### src/rtl/ci_debouncer_pkg.sv
package ci_debouncer_pkg;
  localparam logic [1:0] ADDR_TX   = 2'd0;
  localparam logic [1:0] ADDR_RX   = 2'd1;
  localparam logic [1:0] ADDR_CTRL = 2'd2;
  localparam int CTRL_EN_BIT   = 0;
  localparam int CTRL_PEND_BIT = 1;

  typedef enum logic [1:0] {
    RX_DROP      = 2'd0,
    RX_CANDIDATE = 2'd1,
    RX_ACCEPT    = 2'd2
  } rx_action_e;

  // Decide what one strobed frame does to the confirmation state.
  function automatic rx_action_e classify(input logic [31:0] sample,
                                          input logic [31:0] accepted,
                                          input logic [31:0] cand,
                                          input logic        cand_vld);
    if (sample == accepted)              return RX_DROP;
    else if (cand_vld && sample == cand) return RX_ACCEPT;
    else                                 return RX_CANDIDATE;
  endfunction
endpackage

### src/rtl/ci_rx_confirm.sv
module ci_rx_confirm
  import ci_debouncer_pkg::*;
#(
  parameter int CODE_W = 6
) (
  input  logic              clk,
  input  logic              rst_n,
  input  logic              slot_stb,
  input  logic [CODE_W-1:0] rx_slot,
  output logic [CODE_W-1:0] accepted_code,
  output logic              accept_evt
);
  localparam logic [CODE_W-1:0] CODE_ONES = '1;

  logic [CODE_W-1:0] acc_q, cand_q;
  logic              cand_vld_q;
  rx_action_e        action;

  always_comb begin
    action = classify(32'(rx_slot), 32'(acc_q), 32'(cand_q), cand_vld_q);
  end

  assign accept_evt    = slot_stb && (action == RX_ACCEPT);
  assign accepted_code = acc_q;

  always_ff @(posedge clk) begin
    if (!rst_n) begin
      acc_q      <= CODE_ONES;
      cand_q     <= '0;
      cand_vld_q <= 1'b0;
    end else if (slot_stb) begin
      case (action)
        RX_ACCEPT: begin
          acc_q      <= rx_slot;
          cand_vld_q <= 1'b0;
        end
        RX_CANDIDATE: begin
          cand_q     <= rx_slot;
          cand_vld_q <= 1'b1;
        end
        default: cand_vld_q <= 1'b0;
      endcase
    end
  end
endmodule

### src/rtl/ci_host_regs.sv
module ci_host_regs
  import ci_debouncer_pkg::*;
#(
  parameter int CODE_W = 6,
  parameter int DATA_W = 8
) (
  input  logic              clk,
  input  logic              rst_n,
  input  logic              host_we,
  input  logic [1:0]        host_addr,
  input  logic [DATA_W-1:0] host_wdata,
  output logic [DATA_W-1:0] host_rdata,
  input  logic              accept_evt,
  input  logic [CODE_W-1:0] accepted_code,
  output logic [CODE_W-1:0] tx_code,
  output logic              pending,
  output logic              irq_en
);
  localparam logic [CODE_W-1:0] CODE_ONES = '1;

  logic wr_tx, wr_ctrl, clr_req;
  logic unused_wdata;

  assign wr_tx   = host_we && (host_addr == ADDR_TX);
  assign wr_ctrl = host_we && (host_addr == ADDR_CTRL);
  assign clr_req = wr_ctrl && host_wdata[CTRL_PEND_BIT];
  assign unused_wdata = ^host_wdata;

  always_ff @(posedge clk) begin
    if (!rst_n) begin
      tx_code <= CODE_ONES;
      irq_en  <= 1'b0;
      pending <= 1'b0;
    end else begin
      if (wr_tx)   tx_code <= host_wdata[CODE_W-1:0];
      if (wr_ctrl) irq_en  <= host_wdata[CTRL_EN_BIT];
      if (accept_evt)   pending <= 1'b1;
      else if (clr_req) pending <= 1'b0;
    end
  end

  always_comb begin
    host_rdata = '0;
    case (host_addr)
      ADDR_TX:   host_rdata[CODE_W-1:0] = tx_code;
      ADDR_RX:   host_rdata[CODE_W-1:0] = accepted_code;
      ADDR_CTRL: begin
        host_rdata[CTRL_EN_BIT]   = irq_en;
        host_rdata[CTRL_PEND_BIT] = pending;
      end
      default: host_rdata = '0;
    endcase
  end
endmodule

### src/rtl/ci_debouncer.sv
module ci_debouncer #(
  parameter int CODE_W = 6,
  parameter int DATA_W = 8
) (
  input  logic              clk,
  input  logic              rst_n,
  input  logic              slot_stb,
  input  logic [CODE_W-1:0] rx_slot,
  output logic [CODE_W-1:0] tx_slot,
  input  logic              host_we,
  input  logic [1:0]        host_addr,
  input  logic [DATA_W-1:0] host_wdata,
  output logic [DATA_W-1:0] host_rdata,
  output logic              irq
);
  logic [CODE_W-1:0] accepted_code;
  logic [CODE_W-1:0] tx_code;
  logic              accept_evt;
  logic              pending;
  logic              irq_en;

  ci_rx_confirm #(.CODE_W(CODE_W)) u_rx (
    .clk(clk), .rst_n(rst_n), .slot_stb(slot_stb), .rx_slot(rx_slot),
    .accepted_code(accepted_code), .accept_evt(accept_evt)
  );

  ci_host_regs #(.CODE_W(CODE_W), .DATA_W(DATA_W)) u_regs (
    .clk(clk), .rst_n(rst_n), .host_we(host_we), .host_addr(host_addr),
    .host_wdata(host_wdata), .host_rdata(host_rdata),
    .accept_evt(accept_evt), .accepted_code(accepted_code),
    .tx_code(tx_code), .pending(pending), .irq_en(irq_en)
  );

  assign tx_slot = tx_code;
  assign irq     = pending && irq_en;
endmodule

### config.mk
export PLATFORM = sky130hd
export DESIGN_NAME = ci_debouncer
export DESIGN_NICKNAME = d
export VERILOG_FILES = /design/src/rtl/ci_debouncer_pkg.sv /design/src/rtl/ci_rx_confirm.sv /design/src/rtl/ci_host_regs.sv /design/src/rtl/ci_debouncer.sv
export SDC_FILE = /design/constraint.sdc
export NUM_CORES = 1
export LEC_CHECK = 0
export BUFFER_PORTS_ARGS = -buffer_cell sky130_fd_sc_hd__buf_2
export CORE_MARGIN = 2
export CORE_UTILIZATION = 35
export CTS_CLUSTER_SIZE = 28
export DETAILED_ROUTE_END_ITERATION = 10
export MAX_ROUTING_LAYER = met4
export PLACE_DENSITY = 0.67
export SYNTH_ARGS = -nofsm -noshare
export SYNTH_HDL_FRONTEND = slang
export SYNTH_SLANG_ARGS = --single-unit
### constraint.sdc
create_clock -name clk -period 2.2 [get_ports clk]
set_input_delay 0.11 -clock clk [delete_from_list [all_inputs] [get_ports clk]]
set_output_delay 0.11 -clock clk [all_outputs]
set_load 0.005 [all_outputs]
[After elaboration in Yosys (flattened, before gate mapping)]
Cells that the tools add are included.
Operators by class
  multiplexer cells: 7
  reduce and logical (&&, ||, !) cells: 10
  equal/unequal tests: 6
Operators by type and width (number)
  == test 6 bit: 2
  case mux 4 bit (2 select lines): 1
  logical AND 1 bit: 6
  case mux 2 bit (3 select lines): 1
  == test 2 x 1 -> 1 bit (second input constant): 2
  == test 2 bit (second input constant): 2
  two-way mux 2 bit: 2
  AND reduction 2 bit: 2
  two-way mux 1 bit: 3
  zero test 2 bit: 1
  nonzero test 2 bit: 1
Storage, ports and cells
  logic and storage cells: 29
  register bits after elaboration: 21
  input bits: 20
  output and inout port bits: 15

[Depth between registers and ports, before layout]
Gate-level depths: netlist of run 1.
  depth in word-level cells: 7
  mapped depth: 5
  mapped depth without buffers: 5

[Cells and area by module]
A second synthesis of run 1 with hierarchy kept.
Unflattened totals
  cell total of the unflattened synthesis: 128
  area total of the unflattened synthesis: 1184.9 um^2
By module, submodules not included
  ci_rx_confirm: sequential area each 260.2 um^2, cells each 74, area each 678.2 um^2, times used 1
  ci_host_regs: sequential area each 160.2 um^2, cells each 53, area each 500.5 um^2, times used 1
  ci_debouncer: sequential area each 0.0 um^2, cells each 1, area each 6.3 um^2, times used 1

[Least setup slack after synthesis of run 1]
No wires, ideal clock.
  path type: flip-flop to flip-flop
  from: reg u_rx.cand_q[5]
  to: reg u_rx.acc_q[0] (netlist: u_rx.accepted_code[0])
  buffers on the path: 0
  data arrival time: 1.286 ns
  setup time: 0.072 ns
  clock period less this slack: 1.358 ns
  data required time: 2.128 ns
  stages on the path, launching flop included: 5
  setup slack: 0.842 ns
  path through: dfxtp_1 > xnor2_1 > nand4_1 > nor4_4 > mux2i_1
On the way
  cells in the longest elaborated chain, start to end: 6
RTL lines
  from (decl): line ci_rx_confirm.sv:15  | logic [CODE_W-1:0] acc_q, cand_q;
  from (signal assigned): line ci_rx_confirm.sv:38  | cand_q <= rx_slot;
  == test 6 bit: line ci_debouncer_pkg.sv:20  | else if (cand_vld && sample == cand) return RX_ACCEPT;
  logical AND 1 bit: line ci_debouncer_pkg.sv:20
  two-way mux 2 bit: line ci_debouncer_pkg.sv:20
  two-way mux 2 bit: line ci_debouncer_pkg.sv:19  | if (sample == accepted) return RX_DROP;
  == test 2 bit: line ci_rx_confirm.sv:32  | case (action)
  AND reduction 2 bit (no line)
  to (signal assigned): line ci_rx_confirm.sv:34  | acc_q <= rx_slot;
  to (decl): line ci_rx_confirm.sv:15
Every way passes these cells.
A chain may end at the register's enable or synchronous reset.

[Worst setup path after layout of run 1]
  from: reg u_rx.cand_q[1]
  to: reg u_rx.acc_q[1] (netlist: u_rx.accepted_code[1])
The elaborated chain is that of the path after synthesis.

==> impl_results.md, run 1 <==
- Clock latency on the worst-skew pair: 0.30 ns
- Reg2Reg Setup Slack: 0.63 ns
- CP Depth: 4
- Initial DRT Pass Iterations: 4
- RSZ-0062 raised after global routing: no
- Hold-fix buffers at CTS: 0
- Post-Syn Instances: 120
- Worst stage delay on the critical path: 0.57 ns
- Post-synthesis register bit count: 21
- # rows: 20
- Core Area: 0.00310 mm2
- Max_cap viols: 0
- Crit. Startpoint: u_rx.cand_q[1]$_SDFFE_PN0P_
- Full die area: 0.00377 mm2
- Critical Path AT: 1.81 ns
- Ant. Diodes: 0
- Post-synthesis cell type count: 24
- Gr ovfl total: 0
- Gpl congestion: 0.758
- Tcrit/Tclk final: 71.5%
- Routed vias: 880
- Worst R2R Start: u_rx.cand_q[1]$_SDFFE_PN0P_
- Clk buf depth: 2
- Worst path required time: 2.44 ns
- Area of the mapped netlist: 0.00115 mm2
- Average cell area after synthesis: 9.60 um2
- Clock tree root driver cell: clkbuf_4
- Clock Skews: 0.00288 ns
- # fillers: 324
- Largest net degree at the start of global routing: 33
- Die height: 61.4 um
- Starting Density: 37.1%
- Final Hold Fails: 0
- Reg2Reg Depth: 4
- Slowest cell on crit path: nor4_4
- Non-filler cells, final: 192
- Final setup vio count: 0
- Reg2reg end: u_rx.accepted_code[1]$_SDFFE_PN1P_
- Htree depth: 1
- Top delay family on crit path: simple AND/OR/NAND/NOR gates
- Pwr Density: 523 mW/mm2
- Vias in the first global route: 816
- DRC errors left: 0
- Layout area overhead: 17.6%
- Slew HR: 59.9%
- Die X: 61.4 um
- Total wire length: 2150 um
- Dpl hpwl: 1710 um
- First-pass GRT wire length: 3590 um
- Worst-Margin Slew: 0.597 ns
- Critical path type: flop to flop
- Fin crit period: 1.57 ns
- Leakage power: 0.000589 uW
- I/O pin cnt: 35
- Antenna viol nets, final: 0
- Syn. warnings: 0
- IO buf count: 30
- Crit path to: u_rx.accepted_code[1]$_SDFFE_PN1P_
- CTS Sinks: 21
- Drt wl/cell: 11.2 um
- Setup TNS: 0 ns
- Critical path fanouts, max: 7
- Crit start category: flop
- Initial antenna violation count: 0
- Setup Fix Bufs, Post-CTS: 0
- Total CTS buffers: 3
- Fraction of layout cells with a size suffix above 1: 27.0%
- Hold/Removal Path Class: input port to flop
- Post_cts resized: 0
- Vias per inst: 4.58
- Crit-path cells: xnor2_1 > nand4_1 > nor4_4 > mux2i_1
- Critical Path Sink Type: flop
- Status: finished clean
- All-Layer GR Usage: 13.1%
- Fin nets: 169
- Starting DRC count in detailed routing: 20
- Inst Count DP: 188
- VDD IR max: 219 uV
- Slew Viols, Final: 0
- Sequential share of the synthesized area: 36.5%
- Worst path bufs/invs: 0
- CTS tree: done
- Max Fclk: 636 MHz
- Clock transition at path regs: 0.12 ns
## power by group
part	internal [uW]	switching (uW)
clock network	67.8	120
logic	57.5	61.3
registers	394	8.36
## per-layer routing
layer	GRT usage, %	routed length (um)	vias to the layer above
li1	-	-	451
met1	14.9	897	411
met2	22.9	1160	13
met3	1.47	47	5
met4	6.38	44	0
met5	-	0	-
## stage by stage
step                power [uW]  worst slack [ns]  hold WS [ns]  instance area (um2)  utilization [%]
floorplan                  489             0.842         0.238                 1160                -
global placement           527             0.677         0.331                 1330             42.8
detailed placement         531             0.636         0.343                 1330             42.8
CTS                        718             0.601        0.0178                 1360             43.7
global route               748             0.489        0.0113                 1360             43.7
finish                     708             0.628        0.0192                 1360             43.7
## cells in the mapped netlist
master    number  area, um2
nand3b_1       1       7.51
nor4_4         1       21.3
conb_1         1       3.75
xor2_2         1       16.3
mux2i_1       25        250
nor3b_2        1       12.5
inv_1          1       3.75
xor2_1         2       17.5
dfxtp_1       21        420
nor2_1         4       15.0
nor3_1         1       5.00
xnor2_1        9       78.8
o21ai_0        2       10.0
nor2b_1        4       25.0
nand4_1        2       12.5
and2_1         1       6.26
buf_4          2       15.0
clkbuf_1       5       18.8
o21a_1         3       22.5
o31ai_4        1       21.3
nand2_1       19       71.3
and2b_2        1       8.76
nor2_2         1       6.26
and2b_1       11       82.6
## sequential cells by signal, summed over array words and instances, names as in the netlist
name	flops
u_rx.cand_vld_q	1
u_rx.accepted_code	6
u_rx.cand_q	6
u_regs.pending	1
u_regs.irq_en	1
u_regs.tx_code	6
## cell families (layout without fill, tap and decap cells)
family	Yosys count	in the layout	share of synthesized area [%]
flip-flops	21	21	36.5
other	1	2	0.325
multiplexers	25	25	21.7
buffers and inverters	8	35	3.26
AO/OA/AOI/OAI	6	6	4.67
XOR/XNOR	12	12	9.77
AND/OR/NAND/NOR	47	47	23.8
## area by class of cell
cell class | instances | area (um2) | share of cell area [%]
clock inverter | 1 | 5.00 | 0.369
tap | 44 | 55.1 | 4.06
multi-input combinational | 92 | 698 | 51.5
timing repair buffer | 30 | 150 | 11.1
sequential | 21 | 420 | 31.0
inverter | 1 | 3.75 | 0.277
clock buffer | 3 | 22.5 | 1.66
## worst min path at each step
| stage | start | to | cells past startpoint |
|---|---|---|---|
| 2_1_floorplan | host_wdata[0] | u_regs.tx_code[0]$_SDFFE_PN1P_ | 2 |
| 3_3_place_gp | host_wdata[5] | u_regs.tx_code[5]$_SDFFE_PN1P_ | 3 |
| 3_5_place_dp | host_wdata[5] | u_regs.tx_code[5]$_SDFFE_PN1P_ | 3 |
| 4_1_cts | host_wdata[5] | u_regs.tx_code[5]$_SDFFE_PN1P_ | 3 |
| 5_1_grt | host_wdata[5] | u_regs.tx_code[5]$_SDFFE_PN1P_ | 3 |
| 6_report | host_wdata[4] | u_regs.tx_code[4]$_SDFFE_PN1P_ | 3 |
## worst reg2reg max path, cell delays in order, from the launching register on
cell	delay, ns
dfxtp_1	0.37
xnor2_1	0.13
nand4_1	0.19
nor4_4	0.57
mux2i_1	0.25
## placed cells by master (no fill, tap or decap), types with 2 or more instances in the layout
master     n
nand4_1    2
nor2_1     4
buf_2     30
dfxtp_1   21
o21ai_0    2
clkbuf_4   3
and2b_1   11
xnor2_1    9
nor2b_1    4
xor2_1     2
nand2_1   19
mux2i_1   25
o21a_1     3
conb_1     2
Power figures use the tool's default switching activity.
==> inputs of run 2 (changes only) <==
--- a/config.mk
+++ b/config.mk
@@ -11,7 +11,7 @@
 export CTS_CLUSTER_SIZE = 28
 export DETAILED_ROUTE_END_ITERATION = 10
 export MAX_ROUTING_LAYER = met4
-export PLACE_DENSITY = 0.67
+export PLACE_DENSITY = 0.69
 export SYNTH_ARGS = -nofsm -noshare
 export SYNTH_HDL_FRONTEND = slang
 export SYNTH_SLANG_ARGS = --single-unit
==> constraint.sdc (replaced) <==
create_clock -name clk -period 1.4 [get_ports clk]
set_input_delay 0.07 -clock clk [delete_from_list [all_inputs] [get_ports clk]]
set_output_delay 0.07 -clock clk [all_outputs]
set_load 0.005 [all_outputs]
==> run 2 against run 1 <==
Compared with the run above:
- the run now ends with negative setup slack left
- via count rose by 11%
- critical endpoint is now u_rx.cand_vld_q$_SDFFE_PN0P_
- combinational power rose by 86%
- sequential cell count stayed put
- final cell count up 9.4%
- first-iteration DRC count is 20% lower
- largest cell class unchanged
- sequential power grew 57%
- sequential share of layout area is 3.6 points lower
- critical path depth is 2 higher
- total power up 61%
- die area unchanged
- clock-buffer cell count up 1
==> impl_results.md, run 2 (synthesis gave the netlist of run 1 again) <==
- Die height: 61.4 um (unchanged)
- Fraction of layout cells with a size suffix above 1: 36.7% (+9.7 points)
- Gr ovfl total: 0 (unchanged)
- Critical path type: flop to flop
- # rows: 20 (unchanged)
- Fin crit period: 1.54 ns (-0.0346 ns)
- Htree depth: 1 (unchanged)
- First-pass GRT wire length: 4310 um (+20%)
- Post-route cell area: 0.00155 mm2 (+15%)
- CTS Sinks: 21 (unchanged)
- Worst stage delay on the critical path: 0.36 ns (-0.21 ns)
- Clock Skews: 0.00321 ns (+0.000328 ns)
- Max_cap viols: 0 (unchanged)
- Critical path fanouts, max: 6 (-1)
- Vias in the first global route: 967 (+19%)
- Clock transition at path regs: 0.11 ns (about the same)
- Antenna viol nets, final: 0 (unchanged)
- Clock latency on the worst-skew pair: 0.30 ns (about the same)
- Critical Path Sink Type: flop
- Leakage power: 0.000693 uW (+18%)
- Register area: 427 um2 (+1.5%)
- Clock tree root driver cell: clkbuf_4
- Top delay family on crit path: compound AO/OA/AOI/OAI gates
- Seq pwr share: 55.5% (-1.2 points)
- Hold WS: 0.0547 ns (+0.0355 ns)
- Reg2Reg Depth: 6 (+2)
- Starting Density: 37.1% (unchanged)
- Commonest non-fill, non-tap cell in the layout: buf_2
- CP Depth: 6 (+2)
- Clk buf depth: 2 (unchanged)
- Area of the multi-input gates: 738 um2 (+5.7%)
- VDD IR max: 464 uV (+110%)
- Fin nets: 187 (+11%)
- Worst R2R Start: u_rx.accepted_code[1]$_SDFFE_PN1P_
- CTS tree: done
- Final setup vio count: 14 (+14)
- Pint: 843 uW (+62%)
- # fillers: 296 (-8.6%)
- Die X: 61.4 um (unchanged)
- Sw frac: 26.1% (-0.70 points)
- Total wire length: 2560 um (+19%)
- Crit. Startpoint: u_rx.accepted_code[1]$_SDFFE_PN1P_
- Final WS setup: -0.138 ns (-0.765 ns)
- Worst path bufs/invs: 1 (+1)
- Slew Viols, Final: 0 (unchanged)
- All-Layer GR Usage: 16.0% (+2.9 points)
- Pwr Density: 734 mW/mm2 (+40%)
- Hold/Removal Path Class: input port to flop
- Worst path required time: 1.61 ns (-0.83 ns)
- Routed vias: 979 (+11%)
- Total CTS buffers: 3 (unchanged)
- Vias per inst: 4.66 (+1.7%)
- DRC errors left: 0 (unchanged)
- Post-DP Area: 0.00140 mm2 (+5.1%)
- Layout area overhead: 34.9%
- Comb power frac: 19.4% (+2.6 points)
- Largest net degree at the start of global routing: 33 (unchanged)
- Drt wl/cell: 12.2 um (+8.7%)
- Max Fclk: 650 MHz (+2.3%)
- Tcrit/Tclk final: 110% (+38 points)
- Slowest cell on crit path: o31ai_4
- RSZ-0062 raised after global routing: yes
- Tot Pwr: 1140 uW (+61%)
- P_sw: 297 uW (+57%)
- Most frequent cells in the layout: buf_2 (30), mux2i_1 (25), nand2_1 (19)
- Critical Path AT: 1.74 ns (-0.07 ns)
- Reg2Reg Setup Slack: -0.14 ns (-0.77 ns)
- I/O pin cnt: 35 (unchanged)
- Failing checks: negative setup slack
- HP Start: rx_slot[5]
- Status: finished with violations
- Clock Power Share: 25.0% (-1.5 points)
- Crit start category: flop
- Core Area: 0.00310 mm2 (unchanged)
- Dpl hpwl: 1850 um (+7.9%)
- Full die area: 0.00377 mm2 (unchanged)
- Final design utilization: 50.1% (+6.4 points)
- IO buf count: 30 (unchanged)
- Initial antenna violation count: 0 (unchanged)
- Post-Place Worst Slack: -0.213 ns (-0.849 ns)
- Final Hold Fails: 0 (unchanged)
- Crit-path cells: xnor2_2 > nand4_1 > o31ai_4 > buf_4 > nor2_4 > o21a_1
- Crit path to: u_rx.cand_vld_q$_SDFFE_PN0P_
- Starting DRC count in detailed routing: 16 (-20%)
- Gpl congestion: 0.768 (+1.4%)
- Initial DRT Pass Iterations: 4 (unchanged)
- Reg2reg end: u_rx.cand_vld_q$_SDFFE_PN0P_
- Ant. Diodes: 0 (unchanged)
-- run 2: cell count changes in the layout (fill, tap and decap cells not counted), sizes merged --
cell and delta:
clkinv -1, clkbuf +1, buf +12, dlygate4sd3 +6
-- run 2: power groups by stage --
stage	Clock [uW]	Sequential, uW	Combinational [uW]
floorplan	0	644	125
global placement	0	644	191
detailed placement	0	646	195
CTS	303	633	217
global route	325	637	242
finish	286	633	221
-- run 2: worst min path at each step --
stage	cells past startpoint	to
3_3_place_gp	3	u_regs.tx_code[5]$_SDFFE_PN1P_
4_1_cts	3	u_rx.cand_q[5]$_SDFFE_PN0P_
6_report	3	u_rx.cand_q[5]$_SDFFE_PN0P_
2_1_floorplan	2	u_regs.tx_code[0]$_SDFFE_PN1P_
3_5_place_dp	3	u_regs.tx_code[2]$_SDFFE_PN1P_
5_1_grt	3	u_rx.cand_q[3]$_SDFFE_PN0P_
-- run 2: cell type report --
type	count	area share (%)
Tap cell	44	3.54
Multi-Input combinational cell	92	47.5
Timing Repair Buffer	48	19.6
Sequential cell	21	27.5
Inverter	1	0.242
Clock buffer	4	1.69
-- run 2: what timing repair did --
item | CTS | global route
hold buffers | 6 | 0
gates cloned | 0 | 0
gates resized for setup | 5 | 7
hold endpoints to repair | 6 | 0
pin swaps | 4 | 9
setup buffers | 3 | 0
setup endpoints to repair | 14 | 14
-- run 2: stage by stage --
step	TNS [ns]	std cells
after floorplan	0	121
final	-1.39	210
after global routing	-2.55	210
after CTS	-0.801	210
after detailed placement	-1.35	197
after global placement	-0.614	197
-- run 2: layer usage --
metal / up-vias / GRT usage, % / share of wire (%)
met5: - / - / 0
met4: 0 / 8.81 / 1.3
met3: 4 / 1.68 / 1.5
met2: 10 / 27.2 / 56
met1: 479 / 18.3 / 41
li1: 486 / - / -
-- run 2: worst register-to-register path, stage by stage (launching register included) --
cell and delay, ns:
dfxtp_2 0.35, xnor2_2 0.14, nand4_1 0.18, o31ai_4 0.36, buf_4 0.18, nor2_4 0.05, o21a_1 0.17
==> inputs of run 3 (changes only) <==
--- a/config.mk
+++ b/config.mk
@@ -10,6 +10,7 @@
 export CORE_UTILIZATION = 35
 export CTS_CLUSTER_SIZE = 28
 export DETAILED_ROUTE_END_ITERATION = 10
+export HOLD_SLACK_MARGIN = 0.08
 export MAX_ROUTING_LAYER = met4
 export PLACE_DENSITY = 0.69
 export SYNTH_ARGS = -nofsm -noshare
==> run 3 against run 2 <==
Compared with the run above:
- the run still ends with negative setup slack left
- critical path depth stayed put
- clock-buffer cell count unchanged
- clock power about the same
- global-route usage increased by 0.63 points
- utilization grew 1.7 points
- clock skew fell by 0.0011 ns
- register-to-register slack barely moved
- total power up 1.2%
- design area grew 3.4%
- critical path type unchanged
- largest power group unchanged
- highest routed layer unchanged
==> impl_results.md, run 3 (synthesis gave the netlist of run 1 again) <==
- Status: finished with violations
- Failing checks: negative setup slack
- Slowest cell on crit path: o31ai_4
- Htree depth: 1 (unchanged)
- Final design utilization: 51.8% (+1.7 points)
- Most frequent cells in the layout: buf_2 (30), mux2i_1 (25), nand2_1 (19)
- Dpl hpwl: 1850 um (unchanged)
- I/O pin cnt: 35 (unchanged)
- HP Start: rx_slot[2]
- Antenna viol nets, final: 0 (unchanged)
- Clock Power Share: 24.9% (about the same)
- All-Layer GR Usage: 16.6% (+0.63 points)
- Worst R2R Start: u_rx.accepted_code[1]$_SDFFE_PN1P_
- DRC errors left: 0 (unchanged)
- Max Fclk: 651 MHz (about the same)
- Clock latency on the worst-skew pair: 0.30 ns (about the same)
- Initial DRT Pass Iterations: 3 (-1)
- Crit start category: flop
- Final Hold Fails: 0 (unchanged)
- Initial antenna violation count: 0 (unchanged)
- Vias in the first global route: 998 (+3.2%)
- Full die area: 0.00377 mm2 (unchanged)
- Post-route cell area: 0.00161 mm2 (+3.4%)
- Clock transition at path regs: 0.11 ns (about the same)
- RSZ-0062 raised after global routing: yes
- Sw frac: 26.1% (about the same)
- Starting DRC count in detailed routing: 6 (-10)
- First-pass GRT wire length: 4490 um (+4.0%)
- Critical Path AT: 1.75 ns (about the same)
- CTS tree: done
- Critical path type: flop to flop
- Slew Viols, Final: 0 (unchanged)
- # rows: 20 (unchanged)
- Max_cap viols: 0 (unchanged)
- Routed met3 length: 39 um (+2.6%)
- Gpl congestion: 0.768 (unchanged)
- Fin nets: 192 (+2.7%)
- Total CTS buffers: 3 (unchanged)
- Core Area: 0.00310 mm2 (unchanged)
- Worst path required time: 1.61 ns (about the same)
- Routed vias: 983 (+0.41%)
- Leakage power: 0.000714 uW (+3.1%)
- Largest net degree at the start of global routing: 33 (unchanged)
- Layout area overhead: 39.4%
- Commonest non-fill, non-tap cell in the layout: buf_2
- IO buf count: 30 (unchanged)
- Final WS setup: -0.136 ns (+0.00105 ns)
- Final setup vio count: 14 (unchanged)
- Pint: 853 uW (+1.2%)
- VDD IR max: 463 uV (-0.23%)
- Top Metal Used: met4
- Die height: 61.4 um (unchanged)
- Hold/Removal Path Class: input port to flop
- Met2 WL post-DR: 1420 um (-1.4%)
- Vias per inst: 4.57 (-1.9%)
- Clock Skews: 0.00214 ns (-0.00107 ns)
- Total wire length: 2640 um (+3.1%)
- Crit. Startpoint: u_rx.accepted_code[1]$_SDFFE_PN1P_
- CTS Sinks: 21 (unchanged)
- P_sw: 301 uW (+1.2%)
- Critical Path Sink Type: flop
- Drt wl/cell: 12.3 um (+0.69%)
- Hold WS: 0.108 ns (+0.0532 ns)
- Ant. Diodes: 0 (unchanged)
- Starting Density: 37.1% (unchanged)
- Worst stage delay on the critical path: 0.36 ns (about the same)
- Setup TNS: -1.41 ns (-0.0150 ns)
- Crit-path cells: xnor2_2 > nand4_1 > o31ai_4 > buf_4 > nor2_4 > o21a_1
- Comb power frac: 20.2% (+0.8 points)
- Gr ovfl total: 0 (unchanged)
- Clk buf depth: 2 (unchanged)
- Fraction of layout cells with a size suffix above 1: 36.8% (+0.095 points)
- Clock tree root driver cell: clkbuf_4
- Die X: 61.4 um (unchanged)
- Critical path fanouts, max: 6 (unchanged)
- Post-DP Area: 0.00140 mm2 (unchanged)
- Fin crit period: 1.54 ns (-0.00105 ns)
- Pwr Density: 718 mW/mm2 (-2.1%)
- Post-Place Worst Slack: -0.213 ns (unchanged)
- Tcrit/Tclk final: 110% (about the same)
- Post-Route M1 WL: 1100 um (+5.5%)
- Seq pwr share: 54.9% (-0.6 points)
-- run 3: repair_timing --
| action | in CTS | in global routing |
|---|---|---|
| hold buffers | 11 | 0 |
| gates resized for setup | 5 | 9 |
| setup endpoints to repair | 14 | 14 |
| pin swaps | 4 | 10 |
| hold endpoints to repair | 12 | 0 |
| buffers inserted | 3 | 0 |
-- run 3: routing by layer --
layer	vias to the layer above	track usage (%)
met5	-	-
met2	13	27.7
met1	462	19.4
met4	0	9.42
met3	9	1.89
li1	499	-
-- run 3: final timing paths --
kind,to,slack [ns],depth (start not counted)
worst min-delay path,u_rx.cand_q[2]$_SDFFE_PN0P_,0.11,3
worst min register to register,u_rx.cand_q[0]$_SDFFE_PN0P_,0.47,2
worst max-delay path,u_rx.cand_vld_q$_SDFFE_PN0P_,-0.14,6
worst max register to register,u_rx.cand_vld_q$_SDFFE_PN0P_,-0.14,6
-- run 3: area by class of cell --
cell class / instances / area, um2
timing repair buffer: 53 / 354
tap: 44 / 55.1
clock buffer: 4 / 26.3
inverter: 1 / 3.75
sequential: 21 / 429
fill: 288 / 1500
multi-input combinational: 92 / 738
-- run 3: power groups by stage --
stage / clock network [uW] / registers (uW) / logic (uW)
6_report: 287 / 634 / 233
5_1_grt: 324 / 637 / 255
4_1_cts: 303 / 633 / 228
3_5_place_dp: 0 / 646 / 195
3_3_place_gp: 0 / 644 / 191
2_1_floorplan: 0 / 644 / 125
-- run 3: worst max-delay path: cells and delay by family (launching register included) --
family	cells	cell delay (ns)
DFF	1	0.35
buffers and inverters	1	0.18
AOI/OAI and AO/OA	2	0.53
xor gates and xnor gates	1	0.14
and+or+nand+nor	2	0.23
-- run 3: through the flow --
| stage | total power, uW | cells |
|---|---|---|
| CTS | 1160 | 215 |
| detailed placement | 841 | 197 |
| global placement | 835 | 197 |
| floorplan | 769 | 121 |
| global route | 1220 | 215 |
| finish | 1150 | 215 |
